### src/rtl/mdio_axil_pkg.sv
`timescale 1ns/1ps
package mdio_axil_pkg;

   localparam logic [11:0] OFS_SETUP = 12'h500;
   localparam logic [11:0] OFS_CMD   = 12'h504;
   localparam logic [11:0] OFS_TXD   = 12'h508;
   localparam logic [11:0] OFS_RXD   = 12'h50C;

   localparam int SETUP_EN_BIT = 6;
   localparam int CMD_GO_BIT   = 11;

   localparam logic [1:0] OP_WR     = 2'b01;
   localparam logic [1:0] OP_RD     = 2'b10;
   localparam logic [1:0] START_SEQ = 2'b01;
   localparam logic [1:0] TA_DRIVE  = 2'b10;
   localparam logic [1:0] RESP_OKAY = 2'b00;

   typedef struct packed {
      logic [4:0] phy;
      logic [4:0] regad;
      logic [1:0] op;
   } mdio_cmd_t;

endpackage

### src/rtl/mdio_clk_gen.sv
`timescale 1ns/1ps
module mdio_clk_gen #(
   parameter int DIV_W = 6
) (
   input  logic             clk,
   input  logic             rst_n,
   input  logic             run_i,
   input  logic [DIV_W-1:0] div_i,
   output logic             mdc_o,
   output logic             rise_o,
   output logic             fall_o
);

   localparam logic [DIV_W-1:0] MIN_DIV = DIV_W'(1);

   generate
      if (DIV_W < 1 || DIV_W > 6) begin : g_bad_div
         $error("mdio_clk_gen: DIV_W must be 1..6");
      end
   endgenerate

   logic [DIV_W-1:0] cnt;
   logic [DIV_W-1:0] lim;
   logic             tick;

   assign lim    = (div_i == '0) ? MIN_DIV : div_i;
   assign tick   = run_i && (cnt == lim);
   assign rise_o = tick && !mdc_o;
   assign fall_o = tick && mdc_o;

   always_ff @(posedge clk) begin
      if (!rst_n) begin
         cnt   <= '0;
         mdc_o <= 1'b0;
      end else if (!run_i) begin
         cnt   <= '0;
         mdc_o <= 1'b0;
      end else if (tick) begin
         cnt   <= '0;
         mdc_o <= !mdc_o;
      end else begin
         cnt   <= cnt + 1'b1;
      end
   end

   // MDC only moves on a divider tick
   p_mdc_steady_r4: assert property (@(posedge clk) disable iff (!rst_n)
      (run_i && !tick) |=> $stable(mdc_o));

endmodule

### src/rtl/mdio_frame_engine.sv
`timescale 1ns/1ps
module mdio_frame_engine
   import mdio_axil_pkg::*;
#(
   parameter int PRE_LEN = 32
) (
   input  logic        clk,
   input  logic        rst_n,
   input  logic        start_i,
   input  mdio_cmd_t   cmd_i,
   input  logic [15:0] txd_i,
   input  logic        rise_i,
   input  logic        fall_i,
   input  logic        mdio_i,
   output logic        busy_o,
   output logic        mdio_o,
   output logic        mdio_oe_o,
   output logic [15:0] rd_data_o
);

   localparam int FRAME_LEN = PRE_LEN + 32;
   localparam int IDX_W     = $clog2(FRAME_LEN);
   localparam int TA_POS    = PRE_LEN + 14;
   localparam int DATA_POS  = PRE_LEN + 16;
   localparam logic [IDX_W-1:0] LAST_IDX = IDX_W'(FRAME_LEN - 1);
   localparam logic [IDX_W-1:0] TA_IDX   = IDX_W'(TA_POS);
   localparam logic [IDX_W-1:0] DATA_IDX = IDX_W'(DATA_POS);

   generate
      if (PRE_LEN < 1 || PRE_LEN > 64) begin : g_bad_pre
         $error("mdio_frame_engine: PRE_LEN must be 1..64");
      end
   endgenerate

   logic [FRAME_LEN-1:0] shreg;
   logic [FRAME_LEN-1:0] frame;
   logic [IDX_W-1:0]     idx;
   logic [IDX_W-1:0]     idx_nxt;
   logic                 rd_q;
   logic                 cmd_rd;
   logic [15:0]          cap;

   assign cmd_rd  = (cmd_i.op == OP_RD);
   assign idx_nxt = idx + 1'b1;
   assign frame   = {{PRE_LEN{1'b1}}, START_SEQ, cmd_i.op, cmd_i.phy, cmd_i.regad,
                     (cmd_rd ? 2'b11 : TA_DRIVE), (cmd_rd ? 16'h0000 : txd_i)};

   always_ff @(posedge clk) begin
      if (!rst_n) begin
         shreg     <= '1;
         idx       <= '0;
         rd_q      <= 1'b0;
         cap       <= '0;
         busy_o    <= 1'b0;
         mdio_o    <= 1'b1;
         mdio_oe_o <= 1'b0;
         rd_data_o <= '0;
      end else if (start_i && !busy_o) begin
         shreg     <= frame;
         idx       <= '0;
         rd_q      <= cmd_rd;
         busy_o    <= 1'b1;
         mdio_o    <= frame[FRAME_LEN-1];
         mdio_oe_o <= 1'b1;
      end else if (busy_o) begin
         if (rise_i && rd_q && (idx >= DATA_IDX)) begin
            cap <= {cap[14:0], mdio_i};
         end
         if (fall_i) begin
            if (idx == LAST_IDX) begin
               busy_o    <= 1'b0;
               mdio_o    <= 1'b1;
               mdio_oe_o <= 1'b0;
               if (rd_q) begin
                  rd_data_o <= cap;
               end
            end else begin
               idx       <= idx_nxt;
               shreg     <= {shreg[FRAME_LEN-2:0], 1'b1};
               mdio_o    <= shreg[FRAME_LEN-2];
               mdio_oe_o <= !(rd_q && (idx_nxt >= TA_IDX));
            end
         end
      end
   end

   // data line moves only after a falling MDC edge (or at frame load)
   p_mdio_on_fall_r10: assert property (@(posedge clk) disable iff (!rst_n)
      !$stable(mdio_o) |-> $past(fall_i || start_i));

   // line released for turnaround and data of a read
   p_read_release_r6: assert property (@(posedge clk) disable iff (!rst_n)
      (busy_o && rd_q && (idx >= TA_IDX)) |-> !mdio_oe_o);

   // nothing driven when idle
   p_idle_undriven_r10: assert property (@(posedge clk) disable iff (!rst_n)
      !busy_o |-> !mdio_oe_o);

endmodule

### src/rtl/mdio_axil_regs.sv
`timescale 1ns/1ps
module mdio_axil_regs
   import mdio_axil_pkg::*;
#(
   parameter int ADDR_W = 12,
   parameter int DIV_W  = 6
) (
   input  logic              clk,
   input  logic              rst_n,
   input  logic [ADDR_W-1:0] awaddr,
   input  logic              awvalid,
   output logic              awready,
   input  logic [31:0]       wdata,
   input  logic              wvalid,
   output logic              wready,
   output logic [1:0]        bresp,
   output logic              bvalid,
   input  logic              bready,
   input  logic [ADDR_W-1:0] araddr,
   input  logic              arvalid,
   output logic              arready,
   output logic [31:0]       rdata,
   output logic [1:0]        rresp,
   output logic              rvalid,
   input  logic              rready,
   input  logic              busy_i,
   input  logic [15:0]       rd_data_i,
   output logic              start_o,
   output mdio_cmd_t         cmd_o,
   output logic [15:0]       txd_o,
   output logic [DIV_W-1:0]  div_o
);

   localparam logic [ADDR_W-1:0] A_SETUP = ADDR_W'(OFS_SETUP);
   localparam logic [ADDR_W-1:0] A_CMD   = ADDR_W'(OFS_CMD);
   localparam logic [ADDR_W-1:0] A_TXD   = ADDR_W'(OFS_TXD);
   localparam logic [ADDR_W-1:0] A_RXD   = ADDR_W'(OFS_RXD);

   generate
      if (ADDR_W < 11) begin : g_bad_aw
         $error("mdio_axil_regs: ADDR_W must reach offset 0x50C");
      end
   endgenerate

   logic              aw_held, w_held;
   logic [ADDR_W-1:0] aw_q;
   logic [31:0]       w_q;
   logic              en_q;
   logic              wr_fire;
   logic              ready;
   logic [31:0]       rd_mux;
   logic              unused_wq;

   assign awready   = !aw_held && !bvalid;
   assign wready    = !w_held && !bvalid;
   assign arready   = !rvalid;
   assign bresp     = RESP_OKAY;
   assign rresp     = RESP_OKAY;
   assign wr_fire   = aw_held && w_held && !bvalid;
   assign ready     = !busy_i && !start_o;
   assign unused_wq = ^{w_q[31:29], w_q[23:21]};

   always_comb begin
      rd_mux = '0;
      if (araddr == A_SETUP) begin
         rd_mux = {25'b0, en_q, 6'(div_o)};
      end else if (araddr == A_CMD) begin
         rd_mux = {3'b0, cmd_o.phy, 3'b0, cmd_o.regad, cmd_o.op, 6'b0, ready, 7'b0};
      end else if (araddr == A_TXD) begin
         rd_mux = {16'b0, txd_o};
      end else if (araddr == A_RXD) begin
         rd_mux = {15'b0, ready, rd_data_i};
      end
   end

   always_ff @(posedge clk) begin
      if (!rst_n) begin
         aw_held <= 1'b0;
         w_held  <= 1'b0;
         aw_q    <= '0;
         w_q     <= '0;
         bvalid  <= 1'b0;
         rvalid  <= 1'b0;
         rdata   <= '0;
         en_q    <= 1'b0;
         div_o   <= '0;
         cmd_o   <= '0;
         txd_o   <= '0;
         start_o <= 1'b0;
      end else begin
         start_o <= 1'b0;
         if (awvalid && awready) begin
            aw_held <= 1'b1;
            aw_q    <= awaddr;
         end
         if (wvalid && wready) begin
            w_held <= 1'b1;
            w_q    <= wdata;
         end
         if (bvalid && bready) begin
            bvalid <= 1'b0;
         end
         if (wr_fire) begin
            aw_held <= 1'b0;
            w_held  <= 1'b0;
            bvalid  <= 1'b1;
            if (aw_q == A_SETUP) begin
               en_q  <= w_q[SETUP_EN_BIT];
               div_o <= w_q[DIV_W-1:0];
            end else if (aw_q == A_CMD) begin
               if (ready) begin
                  cmd_o   <= '{phy: w_q[28:24], regad: w_q[20:16], op: w_q[15:14]};
                  start_o <= w_q[CMD_GO_BIT] && en_q;
               end
            end else if (aw_q == A_TXD) begin
               txd_o <= w_q[15:0];
            end
         end
         if (rvalid && rready) begin
            rvalid <= 1'b0;
         end
         if (arvalid && arready) begin
            rvalid <= 1'b1;
            rdata  <= rd_mux;
         end
      end
   end

   // responses are held until accepted
   p_bvalid_hold_r2: assert property (@(posedge clk) disable iff (!rst_n)
      (bvalid && !bready) |=> bvalid);

   p_rvalid_hold_r2: assert property (@(posedge clk) disable iff (!rst_n)
      (rvalid && !rready) |=> (rvalid && $stable(rdata)));

   // a frame is only launched into an idle engine
   p_start_when_idle_r8: assert property (@(posedge clk) disable iff (!rst_n)
      start_o |-> !busy_i);

endmodule

### src/rtl/mdio_axil_ctrl.sv
`timescale 1ns/1ps
module mdio_axil_ctrl
   import mdio_axil_pkg::*;
#(
   parameter int ADDR_W  = 12,
   parameter int DIV_W   = 6,
   parameter int PRE_LEN = 32
) (
   input  logic              clk,
   input  logic              rst_n,
   input  logic [ADDR_W-1:0] s_awaddr,
   input  logic              s_awvalid,
   output logic              s_awready,
   input  logic [31:0]       s_wdata,
   input  logic              s_wvalid,
   output logic              s_wready,
   output logic [1:0]        s_bresp,
   output logic              s_bvalid,
   input  logic              s_bready,
   input  logic [ADDR_W-1:0] s_araddr,
   input  logic              s_arvalid,
   output logic              s_arready,
   output logic [31:0]       s_rdata,
   output logic [1:0]        s_rresp,
   output logic              s_rvalid,
   input  logic              s_rready,
   output logic              mdc_o,
   output logic              mdio_o,
   output logic              mdio_oe_o,
   input  logic              mdio_i
);

   logic             busy;
   logic             start;
   logic             rise_stb, fall_stb;
   mdio_cmd_t        cmd;
   logic [15:0]      txd;
   logic [15:0]      rd_data;
   logic [DIV_W-1:0] div;

   mdio_axil_regs #(.ADDR_W(ADDR_W), .DIV_W(DIV_W)) regs_i (
      .clk(clk), .rst_n(rst_n),
      .awaddr(s_awaddr), .awvalid(s_awvalid), .awready(s_awready),
      .wdata(s_wdata), .wvalid(s_wvalid), .wready(s_wready),
      .bresp(s_bresp), .bvalid(s_bvalid), .bready(s_bready),
      .araddr(s_araddr), .arvalid(s_arvalid), .arready(s_arready),
      .rdata(s_rdata), .rresp(s_rresp), .rvalid(s_rvalid), .rready(s_rready),
      .busy_i(busy), .rd_data_i(rd_data),
      .start_o(start), .cmd_o(cmd), .txd_o(txd), .div_o(div)
   );

   mdio_clk_gen #(.DIV_W(DIV_W)) clkgen_i (
      .clk(clk), .rst_n(rst_n), .run_i(busy), .div_i(div),
      .mdc_o(mdc_o), .rise_o(rise_stb), .fall_o(fall_stb)
   );

   mdio_frame_engine #(.PRE_LEN(PRE_LEN)) engine_i (
      .clk(clk), .rst_n(rst_n), .start_i(start), .cmd_i(cmd), .txd_i(txd),
      .rise_i(rise_stb), .fall_i(fall_stb), .mdio_i(mdio_i),
      .busy_o(busy), .mdio_o(mdio_o), .mdio_oe_o(mdio_oe_o), .rd_data_o(rd_data)
   );

   // clock parked low whenever no frame is running
   p_idle_mdc_low_r10: assert property (@(posedge clk) disable iff (!rst_n)
      !busy |-> !mdc_o);

   // every response is OKAY
   p_okay_resp_r2: assert property (@(posedge clk) disable iff (!rst_n)
      (s_bvalid || s_rvalid) |-> (s_bresp == 2'b00 && s_rresp == 2'b00));

endmodule

### config.mk
export PLATFORM = sky130hd
export DESIGN_NAME = mdio_axil_ctrl
export DESIGN_NICKNAME = d
export VERILOG_FILES = /design/src/rtl/mdio_axil_pkg.sv /design/src/rtl/mdio_clk_gen.sv /design/src/rtl/mdio_frame_engine.sv /design/src/rtl/mdio_axil_regs.sv /design/src/rtl/mdio_axil_ctrl.sv
export SDC_FILE = /design/constraint.sdc
export NUM_CORES = 1
export LEC_CHECK = 0
export BUFFER_PORTS_ARGS = -buffer_cell sky130_fd_sc_hd__buf_2
export CAP_MARGIN = 20
export CORE_AREA = 3 3 163 165
export DETAILED_ROUTE_END_ITERATION = 8
export DIE_AREA = 0 0 166 168
export PLACE_DENSITY = 0.59
export SYNTH_ARGS = -nofsm -noshare
export SYNTH_HDL_FRONTEND = slang
export SYNTH_HIERARCHICAL = 1
export SYNTH_SLANG_ARGS = --single-unit
### constraint.sdc
create_clock -name clk -period 7.65 [get_ports clk]
set_input_delay 1.53 -clock clk [delete_from_list [all_inputs] [get_ports clk]]
set_output_delay 1.53 -clock clk [all_outputs]
set_load 0.02 [all_outputs]
==> impl_metrics.tcl, run 1 <==
set metrics [dict create \
    placed_area_um2 9410 \
    drt_pass1_iterations 4 \
    fin_skew_ns 0.0117 \
    chipWidth_um 166 \
    numCtsBuffers 23 \
    area_growth_pct 14.4 \
    synth.area.top_cells "dfxtp_1, nand2_1, mux2i_1" \
    synth_cell_type_count 73 \
    cts_tree "yes" \
    crit_required_ns 8.02 \
    crit_chain "nor3_1, mux2_4, nor4_2, and2_1, nand3_1, nor3_4, mux2i_1, nor2_1" \
    synth-main-ff-cell "dfxtp_1" \
    hpwlAfterDp_mm 13.0 \
    tightest_slew_ns 1.09 \
    end_kind "register" \
    port_buffers 91 \
    nNetsFinal 1108 \
    place_congestion 0.754 \
    drive_gt1_frac 0.165 \
    synth-seq-cells 216 \
    avgSynthCellArea_um2 9.00 \
    slowest_delay_ns 0.85 \
    setup_violations 0 \
    grt_pass1_wl_mm 32.3 \
    htree_num_levels 1 \
    path_class "register to register" \
    grt-ovfl-total 0 \
    grt_pass1_vias 6280 \
    crit_arrival_ns 3.59 \
    design_area_um2 10100 \
    slowest_stage "nor3_4" \
    netlist_area_um2 8840 \
    cp_num_buf_inv 0 \
    routed_wl_mm 19.7 \
    holdCritPathClass "register to register" \
    cts_setup_buffers 0 \
    antenna_found_initial 1 \
    cts.sink_count 216 \
    synth_edf_count 0 \
    antenna_cells 0 \
    startpoint_type "register" \
    cts_resized 0 \
    coreArea_um2 25200 \
    vias 6702 \
    pin_count 108 \
    synth_warnings 6 \
    grt_max_degree 93 \
    hold_buffers 0 \
    path_max_fanout 16 \
    drv_cap 0 \
    ant_nets 0 \
    post-route-drc-count 0 \
    drv_slew 0 \
    post_drt_via_cell_ratio 4.84 \
    clockBufferDepth 3 \
    period_share 0.422 \
    p_leak_nw 4.08 \
    slew-limit-headroom 0.271 \
    wl_per_cell_um 14.2 \
    status "finished clean" \
    max-vdd-ir-drop_mv 0.157 \
    placementRows 58 \
    cellPowerDensity_nw_per_um2 224 \
    die_y_um 168 \
    fmax_mhz 310 \
    ys_async_sr_fraction 0 \
    fillCellCount 2559 \
    seq_area_frac_synth 0.489 \
    yosysTopAreaCellShare 0.489 \
    rsz0062_at_grt "false" \
    grt_usage 0.136 \
    cts.root.buffer_cell "clkbuf_16" \
    final-hold-violation-count 0 \
    dieArea_um2 27900 \
    tns_ns 0 \
    clk_pin_slew_ns 0.06 \
    start_util 0.351 \
    yosys.area.top_type "dfxtp_1" \
    clock_latency_ns 0.51 \
    netlist_instances 982 \
    crit_family "simple AND/OR/NAND/NOR gates" \
    drtIter0Drc 351 \
    fin_crit_ns 3.23 \
]
## power breakdown
| group | total (mW) | internal (mW) | switching, mW | leakage [nW] |
|---|---|---|---|---|
| sequential | 1.15 | 1.14 | 0.0103 | 1.75 |
| clock | 1.02 | 0.590 | 0.426 | 0.337 |
| combinational | 0.0996 | 0.0367 | 0.0630 | 2.00 |
## placed cells by master, fill, tap and decap left out, types with 7 or more instances in the layout
cell	count
nor2_1	52
mux2i_1	66
o21ai_0	19
nand3_1	62
dfxtp_1	216
nand4_1	16
nand2_1	258
buf_2	90
buf_4	7
a21boi_2	10
conb_1	10
clkbuf_16	23
a21boi_0	45
a221o_1	12
clkbuf_1	7
nand2_2	11
a22o_1	13
nor2b_1	16
inv_1	7
## final cells by class
| class | instances | area, µm² | share of cell area |
|---|---|---|---|
| clock inverter | 4 | 23.8 | 0.00235 |
| sequential | 216 | 4320 | 0.428 |
| timing repair buffer | 98 | 518 | 0.0513 |
| clock buffer | 34 | 657 | 0.0650 |
| multi-input combinational | 694 | 4140 | 0.410 |
| tap | 330 | 413 | 0.0409 |
| inverter | 8 | 30.0 | 0.00297 |
## synthesized netlist by cell type, types with 11 or more instances
| master | number |
|---|---|
| a21boi_0 | 45 |
| clkbuf_1 | 40 |
| nor2_1 | 53 |
| a221o_1 | 12 |
| nor2b_1 | 16 |
| nand2_1 | 258 |
| o21ai_0 | 19 |
| buf_2 | 15 |
| a22o_1 | 13 |
| mux2i_1 | 66 |
| nand2_2 | 11 |
| nand4_1 | 16 |
| nand3_1 | 62 |
| dfxtp_1 | 216 |
## stage by stage
step / setup WS, ns / total power, mW / cells / hold WS, ns / utilization
2_1_floorplan: 4.81 / 1.24 / 991 / 0.438 / -
3_3_place_gp: 4.31 / 1.27 / 1345 / 0.434 / 0.374
3_5_place_dp: 4.33 / 1.27 / 1345 / 0.445 / 0.374
4_1_cts: 4.47 / 2.30 / 1383 / 0.458 / 0.401
5_1_grt: 4.23 / 2.36 / 1384 / 0.473 / 0.401
6_report: 4.42 / 2.27 / 1384 / 0.449 / 0.401
## routing by layer
layer	share of wire	track usage
met4	0.016	0.0329
met1	0.48	0.187
met2	0.46	0.226
met3	0.040	0.0228
met5	0.00036	0
## worst register-to-register path: cells and delay by family, from the launching register on
| kind | cells | cell delay [ns] |
|---|---|---|
| AND/OR/NAND/NOR | 6 | 2.09 |
| flip-flops | 1 | 0.36 |
| multiplexers | 2 | 0.64 |
## final timing paths
check                                start                                 end  slack (ns)  depth (start not counted)
max           regs_i/div_o[2]$_SDFFE_PN0P_  engine_i/rd_data_o[8]$_SDFFE_PN0P_        4.42                          8
min          regs_i/rdata[12]$_SDFFE_PN0P_       regs_i/rdata[12]$_SDFFE_PN0P_        0.45                          2
max reg2reg   regs_i/div_o[2]$_SDFFE_PN0P_  engine_i/rd_data_o[8]$_SDFFE_PN0P_        4.42                          8
min reg2reg  regs_i/rdata[12]$_SDFFE_PN0P_       regs_i/rdata[12]$_SDFFE_PN0P_        0.45                          2
## flip-flops by register name (all words and copies together), names as in the netlist, 6 cells and up
signal / cells
regs_i/aw_q: 12
regs_i/w_q: 26
regs_i/div_o: 6
clkgen_i/cnt: 6
engine_i/rd_data_o: 16
engine_i/cap: 16
regs_i/txd_o: 16
regs_i/rdata: 26
engine_i/shreg: 63
regs_i/cmd_o: 12
engine_i/idx: 6
## cell families after synthesis
| family | after synthesis | synth area share |
|---|---|---|
| AOI/OAI and AO/OA | 133 | 0.120 |
| xor gates and xnor gates | 10 | 0.00991 |
| adders and majority gates | 3 | 0.00425 |
| buffers and inverters | 81 | 0.0471 |
| DFF | 216 | 0.489 |
| muxes | 71 | 0.0816 |
| other | 1 | 0.000424 |
| and+or+nand+nor | 467 | 0.248 |
(Power assumes the default switching activity.)
==> run 2: changes to the inputs <==
==> constraint.sdc (replaced) <==
create_clock -name clk -period 3.2 [get_ports clk]
set_input_delay 0.64 -clock clk [delete_from_list [all_inputs] [get_ports clk]]
set_output_delay 0.64 -clock clk [all_outputs]
set_load 0.02 [all_outputs]
==> impl_metrics.tcl, run 2 (synthesized netlist as in run 1, its figures left out) <==
set metrics [dict create \
    crit_arrival_ns 3.31 \
    fin_crit_ns 2.92 \
    grt_usage 0.137 \
    placementRows 58 \
    die_y_um 168 \
    place_congestion 0.816 \
    multi_input_area_um2 4140 \
    switching_share 0.216 \
    port_buffers 91 \
    vias 6766 \
    tightest_slew_ns 0.810 \
    nNetsFinal 1120 \
    power.switching_mw 1.22 \
    layout_commonest_cell "nand2_1" \
    p_int_mw 4.45 \
    post-route-drc-count 0 \
    drt_pass1_iterations 5 \
    routed_wl_mm 19.7 \
    cts_setup_buffers 0 \
    clockBufferDepth 3 \
    status "finished clean" \
    grt_max_degree 85 \
    ant_nets 0 \
    slew-limit-headroom 0.460 \
    cellPowerDensity_nw_per_um2 551 \
    hpwlAfterDp_mm 13.4 \
    comb_power_share 0.042 \
    largest_reg_flops 63 \
    path_max_fanout 12 \
    drv_slew 0 \
    rsz0062_at_grt "false" \
    clock_latency_ns 0.51 \
    chipWidth_um 166 \
    cts.root.buffer_cell "clkbuf_16" \
    period_share 0.912 \
    setup_violations 0 \
    fillCellCount 2511 \
    cts_resized 0 \
    clk_pin_slew_ns 0.06 \
    largestRegisters "engine_i/shreg: 63 flops, regs_i/rdata: 26 flops, regs_i/w_q: 26 flops" \
    start_util 0.351 \
    drive_gt1_frac 0.178 \
    crit_required_ns 3.59 \
    grt_pass1_wl_mm 32.7 \
    tns_ns 0 \
    antenna_cells 0 \
    htree_num_levels 1 \
    final-hold-violation-count 0 \
    final_cell_mix "nand2_1, dfxtp_1, buf_2" \
    numCtsBuffers 24 \
    p_leak_nw 4.19 \
    pwr-share-clk 0.474 \
    end_kind "register" \
    grt-ovfl-total 0 \
    drv_cap 0 \
    path_class "register to register" \
    pin_count 108 \
    seqCellArea_um2 4320 \
    cts_tree "yes" \
    wl_per_cell_um 14.1 \
    dieArea_um2 27900 \
    hold_buffers 0 \
    coreArea_um2 25200 \
    fin_skew_ns 0.00828 \
    seq_power_share 0.484 \
    startpoint_type "register" \
    post_drt_via_cell_ratio 4.84 \
    max-vdd-ir-drop_mv 0.372 \
    antenna_found_initial 1 \
    cts.sink_count 216 \
    area_growth_pct 16.5 \
    holdCritPathClass "input port to register" \
    fmax_mhz 343 \
    dp_slack_ns 0.276 \
    drtIter0Drc 321 \
    regMostFlops "engine_i/shreg" \
    fin_ws_ns 0.281 \
    grt_pass1_vias 6299 \
]
## run 2: cell types whose count changed in the layout (fill, tap and decap cells not counted)
cell       change
clkinv_4       +1
clkbuf_16      +2
buf_8          -1
bufinv_16      +1
clkbuf_1       -2
buf_12         +1
clkbuf_8       +2
buf_4         +11
inv_6          -1
## run 2: through the flow
stage | hold WS [ns] | instances | util | total power [mW] | instance area, µm²
4_1_cts | 0.364 | 1397 | 0.409 | 5.76 | 10300
3_5_place_dp | 0.444 | 1356 | 0.378 | 3.05 | 9510
2_1_floorplan | 0.438 | 991 | - | 2.97 | 8870
5_1_grt | 0.376 | 1398 | 0.409 | 5.90 | 10300
6_report | 0.378 | 1398 | 0.409 | 5.68 | 10300
3_3_place_gp | 0.440 | 1356 | 0.378 | 3.05 | 9510
## run 2: final timing paths
check	from	endpoint	slack [ns]	depth (start not counted)
setup reg to reg	regs_i/div_o[1]$_SDFFE_PN0P_	engine_i/shreg[23]$_SDFFE_PN1P_	0.28	8
hold / removal	s_wdata[10]	regs_i/w_q[10]$_SDFFE_PN0P_	0.38	3
setup / recovery	regs_i/div_o[1]$_SDFFE_PN0P_	engine_i/shreg[23]$_SDFFE_PN1P_	0.28	8
hold reg to reg	regs_i/w_q[17]$_SDFFE_PN0P_	regs_i/cmd_o[3]$_SDFFE_PN0P_	0.45	2
## run 2: metal layers
metal	GRT usage	share of wire
met1	0.194	0.48
met2	0.219	0.45
met3	0.0239	0.052
met4	0.0358	0.020
met5	0	0.00036
## run 2: power groups by stage
stage / Clock, mW / Combinational (mW) / Sequential (mW)
2_1_floorplan: 0 / 0.172 / 2.80
3_3_place_gp: 0 / 0.240 / 2.81
5_1_grt: 2.87 / 0.271 / 2.75
3_5_place_dp: 0 / 0.243 / 2.81
4_1_cts: 2.77 / 0.244 / 2.75
6_report: 2.69 / 0.239 / 2.75
## run 2: cell type report
| type | count | share of cell area |
|---|---|---|
| inverters | 8 | 0.00292 |
| clock inverters | 5 | 0.00523 |
| flip-flops and latches | 216 | 0.420 |
| well taps | 330 | 0.0401 |
| repair buffers | 109 | 0.0588 |
| clock buffers | 36 | 0.0706 |
| multi-input cells | 694 | 0.402 |
## run 2: worst max-delay path: stages, from the launching register on
cell	delay, ns
dfxtp_1	0.35
nor3_1	0.28
mux2_4	0.36
nor4_2	0.51
and2_1	0.27
and2_1	0.27
o21a_2	0.24
nor2_1	0.18
a221o_1	0.34
==> run 3: changes to the inputs <==
--- a/config.mk
+++ b/config.mk
@@ -5,12 +5,12 @@
 export SDC_FILE = /design/constraint.sdc
 export NUM_CORES = 1
 export LEC_CHECK = 0
+export ABC_AREA = 1
 export BUFFER_PORTS_ARGS = -buffer_cell sky130_fd_sc_hd__buf_2
 export CAP_MARGIN = 20
-export CORE_AREA = 3 3 163 165
+export CORE_AREA = 3 3 164 166
 export DETAILED_ROUTE_END_ITERATION = 8
-export DIE_AREA = 0 0 166 168
-export PLACE_DENSITY = 0.59
+export DIE_AREA = 0 0 167 169
 export SYNTH_ARGS = -nofsm -noshare
 export SYNTH_HDL_FRONTEND = slang
 export SYNTH_HIERARCHICAL = 1
==> impl_metrics.tcl, run 3 <==
set metrics [dict create \
    status "finished clean" \
    wl_per_cell_um 12.7 \
    clock_latency_ns 0.51 \
    hold_buffers 0 \
    numCtsBuffers 23 \
    netlist_instances 1240 \
    drt_pass1_iterations 4 \
    largestRegisters "engine_i/shreg: 63 flops, regs_i/rdata: 26 flops, regs_i/w_q: 26 flops" \
    drv_slew 0 \
    slew-limit-headroom 0.465 \
    timing.rr.end "engine_i/shreg[1]$_SDFFE_PN1P_" \
    nNetsFinal 1372 \
    grt_max_degree 63 \
    chipWidth_um 167 \
    hpwlAfterDp_mm 14.4 \
    fin_skew_ns 0.0111 \
    seq_area_frac_synth 0.485 \
    fmax_mhz 426 \
    holdWs_ns 0.377 \
    tns_ns 0 \
    path_max_fanout 29 \
    port_buffers 91 \
    pin_count 108 \
    startpoint_type "register" \
    crit_arrival_ns 2.77 \
    seqCellArea_um2 4320 \
    place_congestion 0.823 \
    routed_wl_mm 21.1 \
    multi_input_area_um2 3890 \
    largest_reg_flops 63 \
    final-hold-violation-count 0 \
    dieArea_um2 28200 \
    synth.most_common_cell "nand2_1" \
    synth-main-ff-cell "dfxtp_1" \
    area_growth_pct 15.6 \
    cts.root.buffer_cell "clkbuf_16" \
    fin_crit_ns 2.35 \
    ant_nets 0 \
    antenna_cells 0 \
    avgSynthCellArea_um2 7.19 \
    placementRows 59 \
    grt_usage 0.146 \
    yosys.area.top_type "dfxtp_1" \
    holdPathStages 3 \
    drive_gt1_frac 0.137 \
    start_util 0.346 \
    cp-endpoint "engine_i/shreg[1]$_SDFFE_PN1P_" \
    antenna_found_initial 0 \
    rsz0062_at_grt "false" \
    final_cell_mix "nand2_1, nor2_1, dfxtp_1" \
    grt-ovfl-total 0 \
    ys_async_sr_fraction 0 \
    end_kind "register" \
    cts.sink_count 216 \
    grt_pass1_vias 7046 \
    drtIter0Drc 474 \
    synth_warnings 6 \
    setup.worst_path.start "regs_i/div_o[2]$_SDFFE_PN0P_" \
    hold_start "s_awaddr[5]" \
    die_y_um 169 \
    rr_worst_depth 13 \
    holdCritPathClass "input port to register" \
    rrSetupSlack_ns 0.85 \
    slowest_stage "nor2_4" \
    yosys-top-cells-count "nand2_1, nor2_1, dfxtp_1, nand3_1, inv_1" \
    fin_cells 1654 \
    htree_num_levels 1 \
    crit_chain "inv_1, o21ai_0, inv_1, nand2_1, nor2_2, nand4_1, inv_1, nand2_1, nor2_4, buf_4, nor2_4, nand2_1, o211ai_1" \
    cts_setup_buffers 0 \
    crit_required_ns 3.62 \
    r2r_start "regs_i/div_o[2]$_SDFFE_PN0P_" \
    yosysTopAreaCellShare 0.485 \
    dpl.cell_count 1614 \
    regMostFlops "engine_i/shreg" \
    synth.area.top_cells "dfxtp_1, nand2_1, nor2_1" \
    period_share 0.734 \
    clockBufferDepth 3 \
    netlist_area_um2 8920 \
    tightest_slew_ns 0.801 \
    clk_pin_slew_ns 0.06 \
    layout_commonest_cell "nand2_1" \
    path_class "register to register" \
    vias 7699 \
    synth_edf_count 0 \
    max-vdd-ir-drop_mv 0.408 \
    slowest_delay_ns 0.64 \
    drv_cap 0 \
    cellPowerDensity_nw_per_um2 563 \
    synth_cell_type_count 38 \
    p_leak_nw 4.71 \
    post_drt_via_cell_ratio 4.65 \
    cts_tree "yes" \
    coreArea_um2 25800 \
    post-route-drc-count 0 \
    fillCellCount 2693 \
    cts_resized 0 \
    setup_violations 0 \
    grt_pass1_wl_mm 35.0 \
    synth-seq-cells 216 \
]
run 3: logic make-up after synthesis:
logic type,after synthesis,synth area share
simple gates,705,0.336
flops,216,0.485
compound gates,149,0.0867
other cells,1,0.000420
buf+inv,161,0.0833
fa+ha+maj,3,0.00421
xor+xnor,5,0.00491
run 3: per-stage QoR:
step                setup WS, ns  area (µm²)  utilization  power, mW
finish                     0.851       10300        0.400       5.80
global route               0.528       10300        0.400       6.04
CTS                        0.811       10300        0.399       5.87
detailed placement         0.841        9510        0.369       3.14
global placement           0.837        9510        0.369       3.14
floorplan                   1.34        8950            -       3.05
run 3: worst min path at each step:
| stage | endpoint | slack (ns) |
|---|---|---|
| 5_1_grt | regs_i/aw_q[11]$_SDFFE_PN0P_ | 0.38 |
| 6_report | regs_i/aw_q[5]$_SDFFE_PN0P_ | 0.38 |
| 2_1_floorplan | engine_i/shreg[2]$_SDFFE_PN1P_ | 0.43 |
| 3_3_place_gp | engine_i/shreg[40]$_SDFFE_PP1P_ | 0.44 |
| 3_5_place_dp | engine_i/shreg[37]$_SDFFE_PP1P_ | 0.44 |
| 4_1_cts | regs_i/aw_q[7]$_SDFFE_PN0P_ | 0.36 |
run 3: area by class of cell:
| type | instances | area share |
|---|---|---|
| multi-input combinational | 872 | 0.377 |
| inverter | 89 | 0.0325 |
| sequential | 216 | 0.420 |
| clock buffer | 32 | 0.0640 |
| tap | 335 | 0.0407 |
| clock inverter | 7 | 0.0110 |
| timing repair buffer | 103 | 0.0551 |
run 3: metal layers:
metal | up-vias | global-route usage | wire length [µm]
li1 | 4047 | - | -
met5 | - | 0 | 0
met2 | 160 | 0.232 | 9120
met4 | 0 | 0.0366 | 394
met3 | 28 | 0.0213 | 1020
met1 | 3464 | 0.209 | 10500
run 3: critical path, delay by kind of cell, from the launching register on:
| kind | cells | cell delay, ns |
|---|---|---|
| AOI/OAI and AO/OA | 2 | 0.25 |
| and+or+nand+nor | 7 | 1.19 |
| buffers and inverters | 4 | 0.44 |
| DFF | 1 | 0.38 |
run 3: power breakdown:
part / switching, mW / internal, mW
Clock: 1.05 / 1.67
Sequential: 0.0364 / 2.75
Combinational: 0.204 / 0.101
